[src/rtl/i2c_word_pkg.sv]
package i2c_word_pkg;
  typedef struct packed {
    logic setCmd;
    logic setLow;
    logic commit;
    logic loadRead;
  } strobe_t;

  typedef enum logic [2:0] {
    ST_IDLE,
    ST_RX,
    ST_RXACK,
    ST_TX,
    ST_TXACK
  } state_t;
endpackage

[src/rtl/i2c_word_ctrl.sv]
module i2c_word_ctrl
  import i2c_word_pkg::*;
#(
  parameter logic [6:0] TARGET_ADDR = 7'h10,
  parameter int WORD_W = 16
) (
  input  logic              clk,
  input  logic              rst_n,
  input  logic              sclIn,
  input  logic              sdaIn,
  input  logic [WORD_W-1:0] readLatch,
  output logic [WORD_W/2-1:0] rxByte,
  output strobe_t           strobe,
  output logic              sdaPullLow
);
  localparam int BYTE_W = WORD_W / 2;
  localparam int CNT_W  = $clog2(BYTE_W + 1);

  logic sclQ1, sclS, sclD, sdaQ1, sdaS, sdaD;
  logic startEv, stopEv, sclRise, sclFall, byteEnd, addrHit;
  state_t state;
  logic [CNT_W-1:0]  bitCnt;
  logic [2:0]        byteNum;
  logic [BYTE_W-1:0] rxShift, txShift;
  logic isRead, txHi, mAck, pull;

  // two-flop synchronisers plus one delayed copy for edge detection
  always_ff @(posedge clk or negedge rst_n) begin
    if (!rst_n) begin
      {sclQ1, sclS, sclD} <= 3'b111;
      {sdaQ1, sdaS, sdaD} <= 3'b111;
    end else begin
      {sclQ1, sclS, sclD} <= {sclIn, sclQ1, sclS};
      {sdaQ1, sdaS, sdaD} <= {sdaIn, sdaQ1, sdaS};
    end
  end

  assign startEv = sclS && sclD && sdaD && !sdaS;
  assign stopEv  = sclS && sclD && !sdaD && sdaS;
  assign sclRise = sclS && !sclD;
  assign sclFall = !sclS && sclD;
  assign byteEnd = (state == ST_RX) && sclFall && (bitCnt == CNT_W'(BYTE_W));
  assign addrHit = (rxShift[BYTE_W-1:1] == TARGET_ADDR);

  always_comb begin
    strobe.setCmd   = byteEnd && (byteNum == 3'd1);
    strobe.setLow   = byteEnd && (byteNum == 3'd2);
    strobe.commit   = byteEnd && (byteNum == 3'd3);
    strobe.loadRead = byteEnd && (byteNum == 3'd0) && addrHit && rxShift[0];
  end

  always_ff @(posedge clk or negedge rst_n) begin
    if (!rst_n) begin
      state   <= ST_IDLE;
      bitCnt  <= '0;
      byteNum <= '0;
      rxShift <= '0;
      txShift <= '0;
      isRead  <= 1'b0;
      txHi    <= 1'b0;
      mAck    <= 1'b0;
      pull    <= 1'b0;
    end else if (startEv) begin
      state   <= ST_RX;
      bitCnt  <= '0;
      byteNum <= '0;
      pull    <= 1'b0;
    end else if (stopEv) begin
      state <= ST_IDLE;
      pull  <= 1'b0;
    end else begin
      case (state)
        ST_RX: begin
          if (sclRise) begin
            rxShift <= {rxShift[BYTE_W-2:0], sdaS};
            bitCnt  <= bitCnt + 1'b1;
          end else if (byteEnd) begin
            bitCnt  <= '0;
            byteNum <= (byteNum == 3'd4) ? 3'd4 : byteNum + 3'd1;
            if (byteNum == 3'd0) begin
              if (addrHit) begin
                isRead <= rxShift[0];
                pull   <= 1'b1;
                state  <= ST_RXACK;
              end else begin
                state <= ST_IDLE;
              end
            end else begin
              pull  <= (byteNum != 3'd4);
              state <= ST_RXACK;
            end
          end
        end
        ST_RXACK: begin
          if (sclFall) begin
            if (isRead) begin
              state   <= ST_TX;
              txShift <= readLatch[BYTE_W-1:0];
              pull    <= ~readLatch[BYTE_W-1];
              txHi    <= 1'b0;
            end else begin
              state <= ST_RX;
              pull  <= 1'b0;
            end
          end
        end
        ST_TX: begin
          if (sclRise) begin
            bitCnt <= bitCnt + 1'b1;
          end else if (sclFall) begin
            if (bitCnt == CNT_W'(BYTE_W)) begin
              state  <= ST_TXACK;
              pull   <= 1'b0;
              bitCnt <= '0;
            end else begin
              txShift <= {txShift[BYTE_W-2:0], 1'b0};
              pull    <= ~txShift[BYTE_W-2];
            end
          end
        end
        ST_TXACK: begin
          if (sclRise) begin
            mAck <= ~sdaS;
          end else if (sclFall) begin
            if (mAck && !txHi) begin
              state   <= ST_TX;
              txShift <= readLatch[WORD_W-1:BYTE_W];
              pull    <= ~readLatch[WORD_W-1];
              txHi    <= 1'b1;
            end else begin
              state <= ST_IDLE;
            end
          end
        end
        default: ;
      endcase
    end
  end

  assign rxByte     = rxShift;
  assign sdaPullLow = pull;
endmodule

[src/rtl/i2c_word_regs.sv]
module i2c_word_regs
  import i2c_word_pkg::*;
#(
  parameter int WORD_W = 16,
  parameter int NUM_RW = 7,
  parameter int NUM_RES = 5,
  parameter logic [15:0] ID_CODE = 16'h0026
) (
  input  logic                      clk,
  input  logic                      rst_n,
  input  strobe_t                   strobe,
  input  logic [WORD_W/2-1:0]       rxByte,
  input  logic [NUM_RES*WORD_W-1:0] resultIn,
  output logic [WORD_W-1:0]         readLatch,
  output logic [WORD_W-1:0]         cfgWord
);
  localparam int BYTE_W = WORD_W / 2;
  localparam int ID_CMD = NUM_RW + NUM_RES;

  logic [BYTE_W-1:0] cmdPtr, lowHold;
  logic [WORD_W-1:0] rwWords [NUM_RW];
  logic [WORD_W-1:0] selWord;

  always_ff @(posedge clk or negedge rst_n) begin
    if (!rst_n) begin
      cmdPtr  <= '0;
      lowHold <= '0;
    end else begin
      if (strobe.setCmd) cmdPtr  <= rxByte;
      if (strobe.setLow) lowHold <= rxByte;
    end
  end

  for (genvar g = 0; g < NUM_RW; g++) begin : g_rw
    always_ff @(posedge clk or negedge rst_n) begin
      if (!rst_n) rwWords[g] <= '0;
      else if (strobe.commit && (cmdPtr == BYTE_W'(g))) rwWords[g] <= {rxByte, lowHold};
    end
  end

  always_comb begin
    selWord = '0;
    for (int k = 0; k < NUM_RW; k++)
      if (cmdPtr == BYTE_W'(k)) selWord = rwWords[k];
    for (int k = 0; k < NUM_RES; k++)
      if (cmdPtr == BYTE_W'(NUM_RW + k)) selWord = resultIn[k*WORD_W +: WORD_W];
    if (cmdPtr == BYTE_W'(ID_CMD)) selWord = WORD_W'(ID_CODE);
  end

  always_ff @(posedge clk or negedge rst_n) begin
    if (!rst_n) readLatch <= '0;
    else if (strobe.loadRead) readLatch <= selWord;
  end

  assign cfgWord = rwWords[0];
endmodule

[src/rtl/i2c_word_target.sv]
module i2c_word_target
  import i2c_word_pkg::*;
#(
  parameter logic [6:0] TARGET_ADDR = 7'h10,
  parameter int WORD_W = 16,
  parameter int NUM_RW = 7,
  parameter int NUM_RES = 5,
  parameter logic [15:0] ID_CODE = 16'h0026
) (
  input  logic                      clk,
  input  logic                      rst_n,
  input  logic                      sclIn,
  input  logic                      sdaIn,
  output logic                      sdaPullLow,
  output logic [WORD_W-1:0]         cfgWord,
  input  logic [NUM_RES*WORD_W-1:0] resultIn
);
  strobe_t strobe;
  logic [WORD_W/2-1:0] rxByte;
  logic [WORD_W-1:0]   readLatch;

  i2c_word_ctrl #(.TARGET_ADDR(TARGET_ADDR), .WORD_W(WORD_W)) i_ctrl (
    .clk(clk), .rst_n(rst_n), .sclIn(sclIn), .sdaIn(sdaIn),
    .readLatch(readLatch), .rxByte(rxByte), .strobe(strobe),
    .sdaPullLow(sdaPullLow)
  );

  i2c_word_regs #(.WORD_W(WORD_W), .NUM_RW(NUM_RW), .NUM_RES(NUM_RES),
                  .ID_CODE(ID_CODE)) i_regs (
    .clk(clk), .rst_n(rst_n), .strobe(strobe), .rxByte(rxByte),
    .resultIn(resultIn), .readLatch(readLatch), .cfgWord(cfgWord)
  );
endmodule

[config.mk]
export PLATFORM = sky130hd
export DESIGN_NAME = i2c_word_target
export DESIGN_NICKNAME = d
export VERILOG_FILES = /design/src/rtl/i2c_word_pkg.sv /design/src/rtl/i2c_word_ctrl.sv /design/src/rtl/i2c_word_regs.sv /design/src/rtl/i2c_word_target.sv
export SDC_FILE = /design/constraint.sdc
export NUM_CORES = 1
export LEC_CHECK = 0
export BUFFER_PORTS_ARGS = -buffer_cell sky130_fd_sc_hd__clkbuf_2
export CELL_PAD_IN_SITES_DETAIL_PLACEMENT = 0
export CELL_PAD_IN_SITES_GLOBAL_PLACEMENT = 1
export CORE_ASPECT_RATIO = 0.6
export CORE_MARGIN = 2
export CORE_UTILIZATION = 45
export DETAILED_ROUTE_END_ITERATION = 7
export PLACE_DENSITY = 0.78
export SYNTH_ARGS = -nofsm -noshare
export SYNTH_HDL_FRONTEND = slang
export SYNTH_HIERARCHICAL = 1
export SYNTH_SLANG_ARGS = --single-unit
[constraint.sdc]
create_clock -name clk -period 3.8 [get_ports clk]
set_input_delay 0.76 -clock clk [delete_from_list [all_inputs] [get_ports clk]]
set_output_delay 0.76 -clock clk [all_outputs]
set_load 0.05 [all_outputs]
**After elaboration in Yosys (flattened, before gate mapping)**

Cells that the tools add are included.

- Input port bits: 84
- Word-level logic and storage cells: 197
- Bits in registers: 179
- Output and inout port bits: 17

- Multiplexer cells: 72
- Add/sub/neg operators: 2
- Bitwise logic cells: 7
- Eq/ne operators: 46
- Reductions and logical operators: 45

Operators with widths:

| kind | number |
|---|---|
| two-way mux 16 bit | 13 |
| two-way mux 7 bit | 8 |
| two-way mux 3 bit | 16 |
| == test 8 x 4 -> 1 bit (second input constant) | 5 |
| != test 4 x 1 -> 1 bit (second input constant) | 9 |
| == test 8 x 3 -> 1 bit (second input constant) | 4 |
| two-way mux 4 bit | 7 |
| logical AND 1 bit | 23 |
| case mux 7 bit (3 select lines) | 1 |
| two-way mux 1 bit | 19 |
| == test 8 x 2 -> 1 bit (second input constant) | 2 |
| != test 2 x 1 -> 1 bit (second input constant) | 7 |
| == test 3 x 2 -> 1 bit (second input constant) | 4 |
| != test 4 x 2 -> 1 bit (second input constant) | 3 |
| case mux 3 bit (4 select lines) | 1 |
| AND reduction 4 bit | 3 |
| AND reduction 11 bit | 1 |
| AND reduction 10 bit | 1 |
| AND reduction 9 bit | 1 |
| == test 8 x 1 -> 1 bit (second input constant) | 1 |
| zero test 8 bit | 1 |
| two-way mux 2 bit | 4 |
| case mux 4 bit (2 select lines) | 1 |
| AND reduction 8 bit | 1 |
| 19 further kinds | 36 |

**Logic depth before layout (Yosys ltp)**

- Depth in word-level cells: 14
- Depth in mapped cells: 12
- Depth with buffers taken out: 10

**Modules after synthesis**

The synthesis kept the hierarchy.

By module, submodules not included:

| module | cells each | seq. area each (um^2) | times used | area each (um^2) |
|---|---|---|---|---|
| i2c_word_regs | 680 | 3603.5 | 1 | 7549.7 |
| i2c_word_ctrl | 220 | 883.3 | 1 | 2245.9 |

**Worst setup path before layout**

No wires, ideal clock.

- Path type: register to register
- From: reg i_ctrl.rxShift[3] (netlist: i_ctrl/rxByte[3])
- To: reg i_regs.readLatch[10]
- Required time: 3.718 ns
- Library setup time: 0.082 ns
- Path slack: 1.069 ns
- Stages on the path, launching flop included: 10
- Path buffers: 1
- Period minus slack after synthesis: 2.731 ns
- Arrival time: 2.649 ns
- Cell sequence: dfrtp_1 > or4b_4 > nor4_4 > and4_1 > inv_1 > a41oi_1 > clkbuf_1 > o21ai_0 > a22o_1 > a31oi_1

RTL lines:

| element | line | source |
|---|---|---|
| from (decl) | i2c_word_ctrl.sv:24 | `logic [BYTE_W-1:0] rxShift, txShift;` |
| from (signal assigned) | i2c_word_ctrl.sv:75 | `rxShift <= {rxShift[BYTE_W-2:0], sdaS};` |
| to (signal assigned) | i2c_word_regs.sv:52 | `else if (strobe.loadRead) readLatch <= selWord;` |
| to (decl) | i2c_word_regs.sv:14 | `output logic [WORD_W-1:0] readLatch,` |

==> flow_metrics.py <==
metrics = {
    "run_status": {
        "status": "completed",
    },
    "sta": {
        "period_share": 0.851,
        "setup_violations": 0,
        "maxSlewViolCount": 0,
        "worst_pin_slew_ns": 0.842,
        "fmax_mhz": 309,
        "fin_skew_ns": 0.0101,
        "period_minus_slack_ns": 3.23,
        "max_slew_margin": 0.434,
        "hold_viol": 0,
        "fin_setup_tns_ns": 0,
        "rsz0062_at_grt": "false",
    },
    "setup_path": {
        "crit_required_ns": 4.17,
        "critPathBufInv": 2,
        "cp.depth": 9,
        "reg2reg_depth": 9,
        "path_cells": "or4b_4 -> nor4_4 -> and4_1 -> inv_1 -> a41oi_1 -> buf_4 -> o21ai_0 -> a22o_1 -> a31oi_1",
        "slowest_delay_ns": 0.59,
        "crit_slowest_cell": "or4b_4",
        "cp.arrival_ns": 3.60,
        "path_class": "reg -> reg",
        "crit_family": "simple AND/OR/NAND/NOR gates",
        "critPathLaunchType": "flip-flop",
        "crit_fanout": 16,
        "worstSetupEndpointType": "flip-flop",
    },
    "clocking": {
        "cts_sinks": 179,
        "cts_buffer_depth": 2,
        "root_buffer": "clkbuf_16",
        "postCtsSetupBuffers": 0,
        "cts-resized-gates": 0,
        "clk_pin_slew_worst_paths_ns": 0.08,
        "cts_made_buffers": 17,
        "clk_latency_ns": 0.45,
        "htreeDepth": 4,
        "cts_tree": "yes",
        "ctsHoldBuffers": 0,
    },
    "die": {
        "design.die.area_um2": 23000,
        "start_util": 0.462,
        "die_x_um": 194,
        "io_pins": 101,
        "die_h_um": 118,
        "core-area_um2": 21200,
        "rows": 41,
    },
    "synthesis": {
        "synth_flop_cell": "dfrtp_1",
        "synth_cell_type_count": 76,
        "ys.warnings.count": 6,
        "synth_nets": 991,
        "syn_avg_cell_area_um2": 10.9,
        "netlist_instances": 900,
        "synthTopCellsByArea": "dfrtp_1, mux2_2, a21oi_1",
        "synth-async-reset-ratio": 1.00,
        "ys_ff_latch": 179,
        "synth_edf_count": 0,
        "synth_seq_area_share": 0.458,
        "syn_area_um2": 9800,
        "yosysTopAreaCellShare": 0.442,
        "netlist.top_cell.by_area": "dfrtp_1",
    },
    "placed_design": {
        "place_area_um2": 10500,
        "hpwl_um": 20400,
        "io_buffers": 100,
        "place.gp.congestion": 0.965,
    },
    "power_and_ir_drop": {
        "combPwrFrac": 0.069,
        "total_power_mw": 4.17,
        "p_sw_frac": 0.286,
        "seqPwrFrac": 0.510,
        "intPower_mw": 2.98,
        "pwr_density_cell_nw_per_um2": 377,
        "ir_drop_v": 0.000244,
        "power_frac_clock": 0.420,
        "switchingPower_mw": 1.20,
        "power.leakage_nw": 5.15,
    },
    "global_route": {
        "grt_antenna_before_repair": 0,
        "grt_pass1_vias": 7572,
        "grt_max_degree": 71,
        "grt_overflow_total": 0,
        "grt_use_total": 0.258,
        "grt_pass1_wl_um": 45200,
    },
    "finish": {
        "fin_area_um2": 11100,
        "layout_commonest_cell": "dfrtp_1",
        "mostFrequentLayoutCells": "dfrtp_1, mux2_2, clkbuf_2, a21oi_1, nand2_1",
        "multi_input_area_um2": 4870,
        "synthToLayoutAreaGrowth_pct": 13.1,
        "post-route-util": 0.523,
        "diodes": 0,
        "regArea_um2": 4490,
        "nets": 1061,
        "drive_gt1_frac": 0.351,
        "fillers": 1852,
    },
    "drt": {
        "dr.pass1.iters": 5,
        "drc_errors": 0,
        "vias": 7662,
        "via_per_inst": 6.07,
        "wl_per_cell_um": 23.0,
        "wirelength_um": 29000,
        "drtIter0Drc": 917,
        "ant_nets": 0,
    },
    "worst_hold_path": {
        "hp-class": "in -> async",
    },
    "run": {
        "max_cap_viol_count": 0,
    },
}
==> final timing paths <==
| check | slack [ns] | endpoint | startpoint |
|---|---|---|---|
| max in group asynchronous | 2.61 | i_regs/cfgWord[3] | rst_n |
| setup / recovery | 0.57 | i_regs/readLatch[3] | i_ctrl/rxByte[3] |
| hold reg to reg | 0.36 | i_ctrl/sdaS | i_ctrl/sdaQ1 |
| setup reg to reg | 0.57 | i_regs/readLatch[3] | i_ctrl/rxByte[3] |
| hold / removal | 0.33 | i_regs/rwWords[86] | rst_n |
| min in group clk | 0.36 | i_ctrl/sdaS | i_ctrl/sdaQ1 |
==> sequential cells by signal, indices dropped and copies added (netlist names), 3 cells and up <==
signal / cells
i_regs/rwWords: 96
i_regs/cfgWord: 16
i_regs/readLatch: 16
i_ctrl/rxByte: 8
i_regs/cmdPtr: 8
i_regs/lowHold: 8
i_ctrl/txShift: 7
i_ctrl/bitCnt: 4
i_ctrl/byteNum: 3
i_ctrl/state: 3
==> final cells by class <==
| cell class | instances | share of cell area |
|---|---|---|
| multi-input cells | 631 | 0.440 |
| flip-flops and latches | 179 | 0.405 |
| repair buffers | 130 | 0.0672 |
| clock buffers | 18 | 0.0397 |
| well taps | 279 | 0.0315 |
| clock inverters | 14 | 0.0128 |
| inverters | 11 | 0.00373 |
==> synth_stat cells (all sizes together) (4+ instances only) <==
cell	count
a21oi	73
dfrtp	173
nand4	5
o31a	9
nand3	14
o211ai	13
a2bb2oi	6
o21ai	51
and3	5
a21o	6
o2bb2ai	4
o221ai	9
inv	10
nand2	52
and3b	10
nor3b	10
a31oi	17
o311a	6
clkbuf	30
a32oi	10
nor4	5
a22oi	5
nor2	41
dfstp	6
and4b	4
a211oi	6
nand2b	12
nor2b	24
ha	7
buf	49
mux2i	14
mux2	155
nor3	15
a22o	8
==> logic make-up after synthesis <==
logic type      count (synthesis)  share of synthesized area
fa+ha+maj                       7                    0.00894
flops                         179                      0.458
simple gates                  207                      0.122
compound gates                247                      0.170
mux                           169                      0.195
buf+inv                        90                     0.0453
xor+xnor                        1                   0.000894
==> metal layers <==
metal | global-route usage | part of all wire | up-vias
li1 | - | - | 3491
met1 | 0.398 | 0.50 | 3851
met2 | 0.344 | 0.40 | 294
met3 | 0.0782 | 0.086 | 26
met4 | 0.0644 | 0.012 | 0
met5 | 0 | 0 | -
==> power groups by stage <==
| stage | Sequential (mW) | Clock, mW | Combinational (mW) |
|---|---|---|---|
| final | 2.13 | 1.75 | 0.289 |
| after global routing | 2.15 | 1.86 | 0.318 |
| after CTS | 2.13 | 1.79 | 0.288 |
| after detailed placement | 2.17 | 0 | 0.285 |
| after global placement | 2.16 | 0 | 0.284 |
| after floorplan | 2.09 | 0 | 0.158 |
==> through the flow <==
step | hold slack, ns | cells | setup slack [ns]
after floorplan | 0.345 | 900 | 1.07
after global placement | 0.348 | 1230 | 0.770
after detailed placement | 0.347 | 1230 | 0.636
after CTS | 0.357 | 1262 | 0.606
after global routing | 0.366 | 1262 | 0.351
final | 0.331 | 1262 | 0.565
(Power assumes the default switching activity.)
